<file path="src/rtl/cmdq_pkg.sv">
`timescale 1ns/1ps
package cmdq_pkg;
    localparam int SLOTS     = 4;
    localparam int BLK_WORDS = SLOTS + 1;

    localparam logic [15:0] REG_START = 16'h1E58;
    localparam logic [15:0] REG_END   = 16'h1E5C;
    localparam logic [15:0] REG_ICLR  = 16'h1E18;
    localparam logic [15:0] REG_IEN   = 16'h1E1C;
    localparam logic [15:0] REG_TRAP  = 16'h2C48;
    localparam logic [15:0] BANK0     = 16'h1C00;
    localparam logic [15:0] BANK1     = 16'h2C00;
    localparam logic [15:0] EXEC_OFS  = 16'h0100;

    localparam int ST_TRAP = 0;
    localparam int ST_BUSY = 16;
    localparam int ST_DONE = 17;

    typedef logic [31:0] word_t;

    // Expand a packed 8-bit index into a register byte address.
    function automatic logic [15:0] idx_to_addr(input logic [7:0] idx);
        return (idx[7] ? BANK1 : BANK0) + {7'd0, idx[6:0], 2'b00};
    endfunction

    // Index bit 6 selects the upper half of a bank: the execute alias.
    function automatic logic idx_is_exec(input logic [7:0] idx);
        return idx[6];
    endfunction
endpackage

</file>
<file path="src/rtl/cmdq_fetch.sv">
`timescale 1ns/1ps
module cmdq_fetch
    import cmdq_pkg::*;
#(
    parameter int ADDR_W = 32
) (
    input  logic                             clk,
    input  logic                             rst,
    input  logic                             host_we,
    input  logic [15:0]                      host_addr,
    input  word_t                            host_wdata,
    output logic                             rd_valid,
    input  logic                             rd_ready,
    output logic [ADDR_W-1:0]                rd_addr,
    input  word_t                            rd_data,
    input  logic                             blk_take,
    output logic                             blk_full,
    output logic [BLK_WORDS-1:0][31:0]       blk_words,
    output logic                             run,
    output logic [1:0]                       stream_type
);
    localparam int                CNT_W     = $clog2(BLK_WORDS);
    localparam logic [ADDR_W-1:0] WORD_STEP = ADDR_W'(4);
    localparam logic [ADDR_W-1:0] ALIGN_MSK = ~ADDR_W'(3);

    typedef struct packed {
        logic [ADDR_W-1:0]          ptr;
        logic [ADDR_W-1:0]          stop;
        logic [1:0]                 kind;
        logic                       run;
        logic                       full;
        logic [CNT_W-1:0]           cnt;
        logic [BLK_WORDS-1:0][31:0] words;
    } fetch_st_t;

    fetch_st_t st_d, st_q;
    logic      at_end;
    logic      wr_start;
    logic      wr_end;

    always_comb begin
        at_end   = (st_q.ptr == st_q.stop);
        rd_valid = st_q.run && !st_q.full && !at_end;
        wr_start = host_we && (host_addr == REG_START);
        wr_end   = host_we && (host_addr == REG_END);
        st_d     = st_q;

        if (rd_valid && rd_ready) begin
            st_d.words[st_q.cnt] = rd_data;
            st_d.ptr             = st_q.ptr + WORD_STEP;
            if (st_q.cnt == CNT_W'(BLK_WORDS - 1)) begin
                st_d.cnt  = '0;
                st_d.full = 1'b1;
            end else begin
                st_d.cnt = st_q.cnt + 1'b1;
            end
        end
        if (blk_take) begin
            st_d.full = 1'b0;
        end
        // Stream end: a partially collected block is thrown away.
        if (st_q.run && !st_q.full && at_end) begin
            st_d.run = 1'b0;
            st_d.cnt = '0;
        end
        if (wr_start) begin
            st_d.ptr  = host_wdata[ADDR_W-1:0] & ALIGN_MSK;
            st_d.kind = host_wdata[1:0];
            st_d.cnt  = '0;
        end
        if (wr_end) begin
            st_d.stop = host_wdata[ADDR_W-1:0] & ALIGN_MSK;
            if (!host_wdata[0]) begin
                st_d.run = 1'b1;
            end
        end
    end

    always_ff @(posedge clk) begin
        if (rst) begin
            st_q <= '0;
        end else begin
            st_q <= st_d;
        end
    end

    assign rd_addr     = st_q.ptr;
    assign blk_full    = st_q.full;
    assign blk_words   = st_q.words;
    assign run         = st_q.run;
    assign stream_type = st_q.kind;

    AST_PTR_FROZEN_WHEN_STOPPED: assert property (@(posedge clk) disable iff (rst)
        (!st_q.run && !wr_start) |=> $stable(st_q.ptr)) else $error("pointer moved while stopped");
    AST_STOP_ONLY_DRAINED: assert property (@(posedge clk) disable iff (rst)
        $fell(st_q.run) |-> $past(!st_q.full)) else $error("stream stopped with block pending");
endmodule

</file>
<file path="src/rtl/cmdq_issue.sv">
`timescale 1ns/1ps
module cmdq_issue
    import cmdq_pkg::*;
(
    input  logic                       clk,
    input  logic                       rst,
    input  logic                       blk_full,
    input  logic [BLK_WORDS-1:0][31:0] blk_words,
    output logic                       blk_take,
    output logic                       wr_valid,
    input  logic                       wr_ready,
    output logic [15:0]                wr_addr,
    output word_t                      wr_data,
    output logic                       exec_pulse,
    output logic                       trap_hit
);
    localparam int SLOT_W = $clog2(SLOTS);
    localparam int SEL_W  = $clog2(BLK_WORDS);

    typedef struct packed {
        logic [SLOT_W-1:0] slot;
        logic              exec;
    } issue_st_t;

    issue_st_t        st_d, st_q;
    logic [7:0]       cur_idx;
    logic [SEL_W-1:0] data_sel;
    logic             hs;

    always_comb begin
        cur_idx  = blk_words[0][8*st_q.slot +: 8];
        data_sel = SEL_W'(st_q.slot) + SEL_W'(1);
        wr_valid = blk_full;
        wr_addr  = idx_to_addr(cur_idx);
        wr_data  = blk_words[data_sel];
        hs       = wr_valid && wr_ready;
        blk_take = hs && (st_q.slot == SLOT_W'(SLOTS - 1));
        trap_hit = hs && ((wr_addr & ~EXEC_OFS) == REG_TRAP);

        st_d      = st_q;
        st_d.exec = hs && idx_is_exec(cur_idx);
        if (blk_take) begin
            st_d.slot = '0;
        end else if (hs) begin
            st_d.slot = st_q.slot + 1'b1;
        end
    end

    always_ff @(posedge clk) begin
        if (rst) begin
            st_q <= '0;
        end else begin
            st_q <= st_d;
        end
    end

    assign exec_pulse = st_q.exec;

    AST_WR_HELD_UNDER_STALL: assert property (@(posedge clk) disable iff (rst)
        (wr_valid && !wr_ready) |=> (wr_valid && $stable(wr_addr) && $stable(wr_data)))
        else $error("stalled write changed");
    AST_WR_ADDR_IN_BANK: assert property (@(posedge clk) disable iff (rst)
        wr_valid |-> (wr_addr[1:0] == 2'b00 &&
                      ((wr_addr >= BANK0 && wr_addr <= 16'h1DFF) ||
                       (wr_addr >= BANK1 && wr_addr <= 16'h2DFF))))
        else $error("write outside register banks");
    AST_EXEC_FOLLOWS_WRITE: assert property (@(posedge clk) disable iff (rst)
        exec_pulse |-> $past(hs)) else $error("execute pulse without write");
endmodule

</file>
<file path="src/rtl/cmdq_status.sv">
`timescale 1ns/1ps
module cmdq_status
    import cmdq_pkg::*;
(
    input  logic        clk,
    input  logic        rst,
    input  logic        host_we,
    input  logic [15:0] host_addr,
    input  logic        host_bit0,
    input  logic        trap_hit,
    input  logic        draw_busy,
    input  logic        stream_run,
    output word_t       status,
    output logic        idle,
    output logic        irq
);
    localparam word_t IDLE_MASK = word_t'((1 << ST_TRAP) | (1 << ST_BUSY) | (1 << ST_DONE));
    localparam word_t IDLE_WANT = word_t'(1 << ST_DONE);

    typedef struct packed {
        logic trap;
        logic ien;
    } stat_st_t;

    stat_st_t st_d, st_q;

    always_comb begin
        st_d = st_q;
        if (host_we && host_addr == REG_ICLR && host_bit0) begin
            st_d.trap = 1'b0;
        end
        if (trap_hit) begin
            st_d.trap = 1'b1;
        end
        if (host_we && host_addr == REG_IEN) begin
            st_d.ien = host_bit0;
        end

        status          = '0;
        status[ST_TRAP] = st_q.trap;
        status[ST_BUSY] = draw_busy;
        status[ST_DONE] = !stream_run;
        idle            = ((status & IDLE_MASK) == IDLE_WANT);
        irq             = st_q.trap && st_q.ien;
    end

    always_ff @(posedge clk) begin
        if (rst) begin
            st_q <= '0;
        end else begin
            st_q <= st_d;
        end
    end

    AST_TRAP_RISE_HAS_CAUSE: assert property (@(posedge clk) disable iff (rst)
        $rose(st_q.trap) |-> $past(trap_hit)) else $error("trap set without trap write");
endmodule

</file>
<file path="src/rtl/cmdq_decoder.sv">
`timescale 1ns/1ps
module cmdq_decoder
    import cmdq_pkg::*;
#(
    parameter int ADDR_W = 32
) (
    input  logic              clk,
    input  logic              rst,
    input  logic              host_we,
    input  logic [15:0]       host_addr,
    input  logic [31:0]       host_wdata,
    input  logic              draw_busy,
    output logic              rd_valid,
    output logic [ADDR_W-1:0] rd_addr,
    input  logic              rd_ready,
    input  logic [31:0]       rd_data,
    output logic              wr_valid,
    output logic [15:0]       wr_addr,
    output logic [31:0]       wr_data,
    input  logic              wr_ready,
    output logic              exec_pulse,
    output logic              irq,
    output logic              idle,
    output logic [31:0]       status,
    output logic [1:0]        stream_type,
    output logic [ADDR_W-1:0] cur_ptr
);
    logic                       blk_full;
    logic                       blk_take;
    logic [BLK_WORDS-1:0][31:0] blk_words;
    logic                       stream_run;
    logic                       trap_hit;

    cmdq_fetch #(.ADDR_W(ADDR_W)) u_fetch (
        .clk        (clk),
        .rst        (rst),
        .host_we    (host_we),
        .host_addr  (host_addr),
        .host_wdata (host_wdata),
        .rd_valid   (rd_valid),
        .rd_ready   (rd_ready),
        .rd_addr    (rd_addr),
        .rd_data    (rd_data),
        .blk_take   (blk_take),
        .blk_full   (blk_full),
        .blk_words  (blk_words),
        .run        (stream_run),
        .stream_type(stream_type)
    );

    cmdq_issue u_issue (
        .clk       (clk),
        .rst       (rst),
        .blk_full  (blk_full),
        .blk_words (blk_words),
        .blk_take  (blk_take),
        .wr_valid  (wr_valid),
        .wr_ready  (wr_ready),
        .wr_addr   (wr_addr),
        .wr_data   (wr_data),
        .exec_pulse(exec_pulse),
        .trap_hit  (trap_hit)
    );

    cmdq_status u_status (
        .clk       (clk),
        .rst       (rst),
        .host_we   (host_we),
        .host_addr (host_addr),
        .host_bit0 (host_wdata[0]),
        .trap_hit  (trap_hit),
        .draw_busy (draw_busy),
        .stream_run(stream_run),
        .status    (status),
        .idle      (idle),
        .irq       (irq)
    );

    assign cur_ptr = rd_addr;
endmodule

</file>
<file path="config.mk">
export PLATFORM = sky130hd
export DESIGN_NAME = cmdq_decoder
export DESIGN_NICKNAME = d
export VERILOG_FILES = /design/src/rtl/cmdq_pkg.sv /design/src/rtl/cmdq_fetch.sv /design/src/rtl/cmdq_issue.sv /design/src/rtl/cmdq_status.sv /design/src/rtl/cmdq_decoder.sv
export SDC_FILE = /design/constraint.sdc
export NUM_CORES = 1
export LEC_CHECK = 0
export BUFFER_PORTS_ARGS = -buffer_cell sky130_fd_sc_hd__buf_4
export CORE_ASPECT_RATIO = 0.75
export CORE_UTILIZATION = 50
export CTS_BUF_LIST = sky130_fd_sc_hd__clkbuf_8
export CTS_CLUSTER_DIAMETER = 120
export DETAILED_ROUTE_END_ITERATION = 7
export GPL_TIMING_DRIVEN = 0
export PLACE_DENSITY_LB_ADDON = 0.08
export SLEW_MARGIN = 20
export SYNTH_ARGS = -nofsm -noshare
export SYNTH_HDL_FRONTEND = slang
export SYNTH_SLANG_ARGS = --single-unit
</file>
<file path="constraint.sdc">
create_clock -name clk -period 3.84 [get_ports clk]
set_clock_uncertainty 0.2 [all_clocks]
set_input_delay 0.768 -clock clk [delete_from_list [all_inputs] [get_ports clk]]
set_output_delay 0.768 -clock clk [all_outputs]
set_load 0.005 [all_outputs]
</file>
## After elaboration in Yosys (flattened, before gate mapping)

Cells that the tools add are included.

- Shift-type cells: 1
- Equal/unequal tests: 9
- Mux-type cells: 14
- Magnitude comparators: 3
- Reductions and logical operators: 24
- Add/subtract/negate cells: 5

Operators with widths:

| operator | count |
|---|---|
| $bwmux 160 | 1 |
| $mux 32 | 4 |
| $bmux 32 s3 | 1 |
| $demux 32 s3 | 1 |
| $eq 16x13->1 const B | 4 |
| $add 32x3->32 const B | 1 |
| $eq 32x32->1 | 1 |
| $shiftx 32x6->8 | 1 |
| $add 16x9->16 | 1 |
| $eq 15x13->1 const B | 1 |
| $logic_and 1x1->1 | 15 |
| $mux 14 | 1 |
| $lt 3x4->1 const B | 2 |
| $eq 3x3->1 const B | 2 |
| $mux 1 | 5 |
| $reduce_bool 2->1 | 2 |
| $reduce_or 2->1 | 2 |
| $add 2x1->3 const B | 1 |
| $add 3x1->3 const B | 1 |
| $ge 3x1->1 const B | 1 |
| $logic_not 1->1 | 3 |
| $mux 3 | 1 |
| $reduce_or 3->1 | 1 |
| $add 2x1->2 const B | 1 |
| 2 further kinds | 2 |

- Word-level logic and storage cells: 72
- Input bits: 86
- Bits in registers: 234

## Longest topological paths before layout

- Word-level depth: 6
- Depth in mapped cells: 11
- Gate-level depth less buffers: 7

## Modules after synthesis

From an unflattened synthesis, not the netlist that was laid out.

- Cell total of the unflattened synthesis: 1,427
- Area total of the unflattened synthesis: 13,140.1 um2

Modules (own cells, without submodules):

| module | cells an instance | instances | area an instance (um2) |
|---|---|---|---|
| cmdq_fetch | 1,159 | 1 | 10,811.6 |
| cmdq_issue | 187 | 1 | 1,671.6 |
| cmdq_status | 49 | 1 | 416.6 |
| cmdq_decoder | 32 | 1 | 240.2 |

## Worst setup path before layout

No wires, ideal clock.

- Kind: register to output
- Start: reg u_issue.st_q[1] in the netlist's numbering
- End: out wr_data[13]
- Setup slack: 1.031 ns
- Buffers on the path: 3
- Data required time: 2.872 ns
- Data arrival time: 1.841 ns
- Cell stages (with the launch flop): 8
- Path through: dfxtp_1 -> buf_2 -> clkbuf_1 -> nand2_1 -> nor2_1 -> clkbuf_1 -> nand2_1 -> o21ai_0

- Cells in the longest elaborated chain, start to end: 3

Ends and longest elaborated chain:

| what | RTL line | source |
|---|---|---|
| start: declaration | cmdq_issue.sv:25 | `issue_st_t st_d, st_q;` |
| start signal: assignment | cmdq_issue.sv:53 | `st_q <= st_d;` |
| $add 2x1->3 | cmdq_issue.sv:32 | `data_sel = SEL_W'(st_q.slot) + SEL_W'(1);` |
| $bmux 32 s3 | cmdq_issue.sv:35 | `wr_data = blk_words[data_sel];` |
| $mux 32 (not written as such) | cmdq_issue.sv:35 |  |
| end: declaration | cmdq_decoder.sv:19 | `output logic [31:0] wr_data,` |

Every way passes these cells. The select of a mux whose other input is x is not followed.

## Worst setup path after layout

- Start: reg u_fetch.st_q, in the netlist u_fetch.rd_addr[11]
- End: out rd_valid

- Cells in the longest elaborated chain, start to end: 3

Ends and longest elaborated chain:

| what | RTL line | source |
|---|---|---|
| start: declaration | cmdq_fetch.sv:36 | `fetch_st_t st_d, st_q;` |
| start signal: assignment | cmdq_fetch.sv:83 | `st_q <= st_d;` |
| $eq 32x32->1 | cmdq_fetch.sv:42 | `at_end = (st_q.ptr == st_q.stop);` |
| $logic_not 1->1 | cmdq_fetch.sv:43 | `rd_valid = st_q.run && !st_q.full && !at_end;` |
| $logic_and 1x1->1 | cmdq_fetch.sv:43 |  |
| end: declaration | cmdq_decoder.sv:13 | `output logic rd_valid,` |

Every way passes these cells.

==> run metrics <==
outcome=finished, final reports clean; residual DRC count=0; leading area contributor after synthesis=dfxtp_1; Routed wire per std cell=18.6 um; P per Cell Area=326 mW/mm2; Final Critical Period=3760 ps; Slew Viols, Final=0; register area=0.00465 mm2; CP Launch Type=register; Crit Path Max Fanout=10; DR pass1 iterations=6; Synth Warn #=0; Seq cells post-synth=232; Slew @ Worst Pin=888 ps; # clock sinks=232; max-capacitance violation count=0; # hold bufs at CTS=0; wire length on met2=14.6 mm; Starting DRT DRC Count=1113; vias=10600; CTS buffer count=38; CTS Buffer Depth=3; crit path buf inv count=3; Skew-Pair Late Insertion Delay=540 ps; fin crit share=97.8%; core area=0.0224 mm2; die area=0.0238 mm2; highest metal used=met4; VDD IR max=0.206 mV; gpl congestion=0.941; CP max stage cell=dfxtp_1; CP Class=register to output pin; postcts setup bufs=0; Finish-stage setup viols=0; reg2reg path depth=8; CTS Root Cell=clkbuf_8; global-route wire length before repair=54.8 mm; sequence of cells on the critical path=xor2_1 -> nor4_1 -> nand4_1 -> or2_1 -> buf_2 -> buf_2 -> nor3b_1 -> buf_4; Ports=237; final WL=36.2 mm; number of global-route vias before repair=9490; crit path DAT=2790 ps; most common cell type on the critical path=buf_2; initial antenna violation count=1; synthesis-to-finish area growth=23.6%; FP Rows=47; Via density=5.48; final core occ=64.0%; worst slack at placement=-179 ps; area share of the largest cell type after synthesis=40.0%; number of flops mapped to enable cells by yosys=0; Netlist cell types=50; die height=134 um; Routed Antenna Nets=0; metal3 WL=4.18 mm; required time worst endpoint=2870 ps; Setup WS post-layout=83.0 ps; CTS tree=built; hold path cells=2; Synth Instances=1351; sequential fraction of the synthesis area=40.0%; Leak Pwr=0.00630 uW; Async SR Flop Fraction=0%; H-tree depth=2; Overall Global Routing Usage=30.2%; Final #Nets=1715; mapped cell area=0.0116 mm2; Main synth FF type=dfxtp_1; slowest stage delay, CP=470 ps; fillers=1974; layout cells sized above 1=27.3%; top cells by area in the synthesized netlist=dfxtp_1, mux2i_1, nand2_1; hpwl dp=27.0 mm; multi-input logic area=0.00582 mm2; Fin Setup TNS=0 ps; Die Wd=178 um; Fmax=0.266 GHz; syn_area_per_cell=8.59 um2; Worst Hold Class=input pin to register; IO buf count=196; grt total ovfl=0; most common library cells after synthesis=dfxtp_1, nand2_1, nor2_1; CTS resizes=15; largest net degree at the start of global routing=11; met1 WL=16.7 mm; CP delay by family, top=simple AND/OR/NAND/NOR gates; Final Hold Vio Count=0; Worst-path clk slew=60 ps; crit end category=output pin; relative slew slack=40.3%; Initial Util=51.8%; WP depth=8
worst paths after layout:
check	from	to	slack (ps)
max	u_fetch.rd_addr[11]$_SDFFE_PP0P_	rd_valid	80
min	wr_ready	u_fetch.blk_full$_SDFFE_PP0P_	230
max reg2reg	u_fetch.blk_full$_SDFFE_PP0P_	u_fetch.blk_words[93]$_SDFFE_PP0P_	390
min reg2reg	u_fetch.blk_words[91]$_SDFFE_PP0P_	u_fetch.blk_words[91]$_SDFFE_PP0P_	250
where the power goes:
group	leakage [uW]	internal [uW]	total [uW]	switching, uW
clock	0.000400	1060	2050	995
combinational	0.00403	96.7	219	122
sequential	0.00187	2410	2410	0.0198
total	0.00630	3560	4680	1120
metal layers:
metal / GRT usage, % / up-vias
li1: - / 5007
met1: 46.0 / 5016
met2: 40.9 / 564
met3: 8.56 / 55
met4: 7.88 / 0
met5: 0 / -
cells by family after synthesis:
kind of cell,synth area share [%]
AOI/OAI and AO/OA,9.38
xor gates and xnor gates,4.08
adders and majority gates,0.431
buffers and inverters,11.2
DFF,40.0
muxes,16.2
other,0.0647
and+or+nand+nor,18.6
final cells by class:
| type | instances | share of cell area (%) |
|---|---|---|
| timing repair buffer | 197 | 10.3 |
| clock buffer | 45 | 4.32 |
| clock inverter | 17 | 0.550 |
| buffer | 198 | 8.59 |
| multi-input combinational | 933 | 40.6 |
| sequential | 232 | 32.4 |
| inverter | 25 | 0.654 |
| tap | 294 | 2.56 |
| antenna | 1 | 0.0174 |
placed cells by master, fill, tap and decap left out, types with 5 or more instances in the layout:
| cell type | n |
|---|---|
| buf_4 | 303 |
| nand2_1 | 232 |
| dfxtp_1 | 229 |
| nor2_1 | 138 |
| a21oi_1 | 120 |
| mux2i_1 | 116 |
| clkbuf_1 | 49 |
| clkbuf_8 | 45 |
| conb_1 | 40 |
| xor2_1 | 39 |
| inv_1 | 36 |
| mux4_2 | 24 |
| a211oi_1 | 24 |
| buf_2 | 22 |
| o21ai_0 | 22 |
| nor3b_1 | 19 |
| o22ai_1 | 17 |
| mux2_2 | 16 |
| nor3_1 | 16 |
| nand3_1 | 15 |
| nand4_1 | 14 |
| xnor2_1 | 14 |
| clkbuf_2 | 13 |
| nor4_1 | 11 |
| and3_1 | 7 |
| or3_1 | 6 |
| nor4_2 | 5 |
| or4_1 | 5 |
through the flow:
stage | power (uW) | hold slack [ps] | cells | area (um2)
after floorplan | 2540 | 229 | 1389 | 11700
after global placement | 2670 | 236 | 1879 | 13600
after detailed placement | 2670 | 243 | 1880 | 13600
after CTS | 4690 | 219 | 1942 | 14300
after global routing | 4820 | 236 | 1941 | 14300
final | 4680 | 233 | 1942 | 14300
worst reg2reg max path: stages (launching register included):
cell and delay, ps:
dfxtp_1 330, clkbuf_1 230, nor3b_4 630, o21ai_1 180, buf_2 250, nor4_2 570
clkbuf_1 630, nand2_1 160, a21oi_1 180
sequential cells by signal, indices dropped and copies added (netlist names):
signal               count
u_fetch.stream_type      2
u_fetch.st_q            33
u_fetch.rd_addr         30
u_fetch.run              1
u_issue.st_q             2
u_status.st_q            1
u_fetch.blk_full         1
u_fetch.blk_words      160
u_status.status          1
u_issue.exec_pulse       1
Note: power is estimated with default switching activity, not from simulation.
